==> src/rtl/pc_return_stack.sv <==
module pc_return_stack #(
  parameter int DEPTH     = 33,
  parameter int WIDTH     = 16,
  parameter int LOW_MARK  = 3,
  parameter int HIGH_MARK = 28,
  localparam int CW       = $clog2(DEPTH + 1)
) (
  input  logic             clk,
  input  logic             rst_n,
  input  logic             push,
  input  logic             pop,
  input  logic [WIDTH-1:0] push_data,
  input  logic             irq_en,
  input  logic             irq_clr,
  output logic [WIDTH-1:0] top_data,
  output logic [CW-1:0]    fill,
  output logic             level_irq,
  output logic             overflow,
  output logic             underflow
);

  logic [WIDTH-1:0] mem [DEPTH];
  logic [CW-1:0]    next_fill;
  logic [CW-1:0]    top_idx;
  logic             full, empty;
  logic             do_push, do_pop, do_swap;
  logic             enter_low, enter_high;

  assign full    = (fill == CW'(DEPTH));
  assign empty   = (fill == '0);
  assign top_idx = fill - CW'(1);

  assign do_push = push & ~pop & ~full;
  assign do_pop  = pop & ~push & ~empty;
  assign do_swap = push & pop & ~empty;

  assign next_fill = do_push ? fill + CW'(1) :
                     do_pop  ? fill - CW'(1) : fill;

  assign enter_low  = (next_fill < CW'(LOW_MARK))  & ~(fill < CW'(LOW_MARK));
  assign enter_high = (next_fill > CW'(HIGH_MARK)) & ~(fill > CW'(HIGH_MARK));

  assign top_data = empty ? '0 : mem[top_idx];

  always_ff @(posedge clk) begin
    if (do_push) mem[fill]    <= push_data;
    if (do_swap) mem[top_idx] <= push_data;
  end

  always_ff @(posedge clk or negedge rst_n) begin
    if (!rst_n) begin
      fill      <= '0;
      level_irq <= 1'b0;
      overflow  <= 1'b0;
      underflow <= 1'b0;
    end else begin
      fill      <= next_fill;
      level_irq <= (level_irq & ~irq_clr) | (irq_en & (enter_low | enter_high));
      overflow  <= overflow  | (push & ~pop & full);
      underflow <= underflow | (pop & empty);
    end
  end

endmodule


==> config.mk <==
export PLATFORM = sky130hd
export DESIGN_NAME = pc_return_stack
export DESIGN_NICKNAME = d
export VERILOG_FILES = /design/src/rtl/pc_return_stack.sv
export SDC_FILE = /design/constraint.sdc
export NUM_CORES = 1
export LEC_CHECK = 0
export CORE_ASPECT_RATIO = 1.1
export CORE_MARGIN = 2
export CORE_UTILIZATION = 66
export DETAILED_ROUTE_END_ITERATION = 16
export PLACE_DENSITY = 0.84
export SYNTH_ARGS = -nofsm -noshare
export SYNTH_HDL_FRONTEND = slang
export SYNTH_SLANG_ARGS = --single-unit
==> constraint.sdc <==
create_clock -name clk -period 10.3 [get_ports clk]
set_clock_uncertainty 0.1 [all_clocks]
set_input_delay 1.545 -clock clk [delete_from_list [all_inputs] [get_ports clk]]
set_output_delay 1.545 -clock clk [all_outputs]
set_load 0.01 [all_outputs]
==> run metrics <==
status finished, final reports clean; async set-or-reset flop fraction in the synthesized netlist 0.0168; YS warnings 0; I/O pins between 40 and 50; worst hold-check path type reg2reg; Max Root-Sink Buffers 3; total wire length 51.7 mm; Synth-to-Final Area Change 11.8%; Synth Flop Type edfxtp_1; Fmax achieved approximately 130 MHz; max-cap viol count 0; Seq cells post-synth between 500 and 600; antenna violations before repair 1; end of the worst register-to-register path mem[32][7]; Pwr Density 302 nW/um2; most frequent cells in the layout edfxtp_1 (528), mux4_2 (128), nand2_1 (110), clkbuf_16 (51), clkdlybuf4s50_1 (46); Final Instance Count excl. Fillers between 1,500 and 2,000; # placed instances around 1,500; Min Hold Slack about 0.37 ns; Worst Path Max Fanout between 70 and 80; Die Height slightly below 200 um; drt via density around 7; worst flop-to-flop path startpoint fill[0]; maximum vdd ir drop 0.236 mV; Slowest cell on crit path dfrtp_4; Clock Sinks between 500 and 600; Die ar. ~34,000 um2; Worst Path Buf+Inv 3; RSZ-0062 raised after global routing false; Final min period about 7.5 ns; # hold bufs at CTS 0; mapped cell area between 20,000 and 25,000 um2; WS Path Type reg2out; CTS tree done; via count around 11,000; first-pass GRT wire length between 70 and 80 mm; Crit path required time 8.66 ns; DRC 0; commonest non-fill, non-tap cell in the layout edfxtp_1; Iter 0 DRT Violations approximately 1,700; final setup fails 0; clock insertion delay at the later pin of the skew report roughly 0.56 ns; layout cells sized above 1 0.225; Ant. Diodes 0; DP HPWL about 27 mm; core area approximately 32,000 um2; WP depth 8; final worst-path cycle share 0.727; sequential share of the synthesized area 0.753; Final Hold Vio Count 0; post-synth cell types 66; final setup TNS 0 ns; Worst Tran Pin Value ~1.4 ns; reg2reg path depth 7; H-tree depth 2; die width between 150 and 200 um; syn_nets 1,097; final net count between 1,000 and 1,500; antenna viol nets, final 0; Synth Instances between 1,000 and 1,500; Rows 69; CP Capture Type primary output; CTS root buffer clkbuf_16; Initial Util 0.665; max-slew violations 0; Setup crit start kind flip-flop; Post-synth EDFFs 528; Syn Area/Cell ~20 um2; DR WL/cell ~32 um; register-to-register setup slack roughly 5.3 ns; leakage about 7.6 nW; clock-pin slew on the worst setup and hold paths ~0.060 ns; GR Util All Layers 0.318; Arr. time, crit path 5.84 ns; Pre-antenna DRT Iters 5; Port Buffer Count 46; pin count of the biggest net entering global routing 73; gr ovfl total 0; worst stage delay on the critical path 1.06 ns; cells along the critical path inv_1 > ha_4 > buf_4 > mux4_2 > nand2_1 > a32oi_1 > a32o_1 > clkdlybuf4s50_1; CTS resizes 0; Top delay family on crit path buffers and inverters; vias in the first global route 11,614; Placer Congestion ~0.88; slew margin rel. 0.0705; setup bufs post-CTS 0; CTS buffer count 50; critical path capture point top_data[4]; Critical Path Source fill[0]
==> state kept, by name, summed over array words and instances, names as in the netlist <==
| register | cells |
|---|---|
| fill | 6 |
| level_irq | 1 |
| mem | 528 |
| overflow | 1 |
| underflow | 1 |
==> final cells by class <==
cell class,count,area (um2)
clock inverters,26,164
clock buffers,64,1330
well taps,426,533
multi-input cells,464,4970
repair buffers,85,753
flip-flops and latches,537,16100
fillers,1700,8240
inverters,11,41.3
==> metal layers <==
layer	global-route usage	vias to the layer above	part of all wire	routed length, um
li1	-	4577	-	-
met1	0.405	5681	0.33	17200
met2	0.520	897	0.49	25500
met3	0.0825	190	0.12	6180
met4	0.154	0	0.054	2790
met5	0	-	0	0
==> how the worst min path moves through the flow <==
stage / from / depth (start not counted) / end
floorplan: underflow / 1 / underflow
global placement: underflow / 1 / underflow
detailed placement: underflow / 1 / underflow
CTS: underflow / 1 / underflow
global route: underflow / 1 / underflow
finish: underflow / 1 / underflow
==> per-stage QoR <==
| step | power [mW] | worst slack [ns] | util | area, um2 |
|---|---|---|---|---|
| after floorplan | 4.48 | 5.68 | - | 21300 |
| after global placement | 5.40 | 3.52 | 0.697 | 22400 |
| after detailed placement | 5.45 | 3.48 | 0.697 | 22400 |
| after CTS | 7.20 | 2.77 | 0.743 | 23900 |
| after global routing | 7.43 | 2.57 | 0.743 | 23900 |
| final | 7.21 | 2.81 | 0.743 | 23900 |
==> cell usage after synthesis, types with 5 or more instances <==
cell	n	area (um2)
buf_1	6	22.5
edfxtp_1	528	15900
nor3_1	8	40.0
mux4_2	128	2880
a31oi_1	18	113
buf_6	5	56.3
nand2_1	110	413
inv_1	11	41.3
a32oi_1	16	140
a32o_1	7	70.1
mux2i_1	20	200
nand2b_1	5	31.3
a32o_2	9	101
nor2_1	43	161
buf_2	25	125
dfrtp_1	9	225
nand3_1	26	130
clkbuf_1	21	78.8
==> kinds of logic (layout without fill, tap and decap cells) <==
group                      Yosys count  after routing  share of synthesized area
adders and majority gates            3              3                    0.00176
DFF                                537            537                      0.753
buffers and inverters               71            186                     0.0161
and+or+nand+nor                    213            213                     0.0435
muxes                              150            150                      0.145
AOI/OAI and AO/OA                   92             92                     0.0371
xor gates and xnor gates             6              6                    0.00281
==> where the power goes <==
part           switching (mW)  leakage (nW)  internal, mW
sequential              0.129          4.86          2.51
clock                   0.779         0.731         0.935
combinational            1.62          2.01          1.23
(Power assumes the default switching activity.)
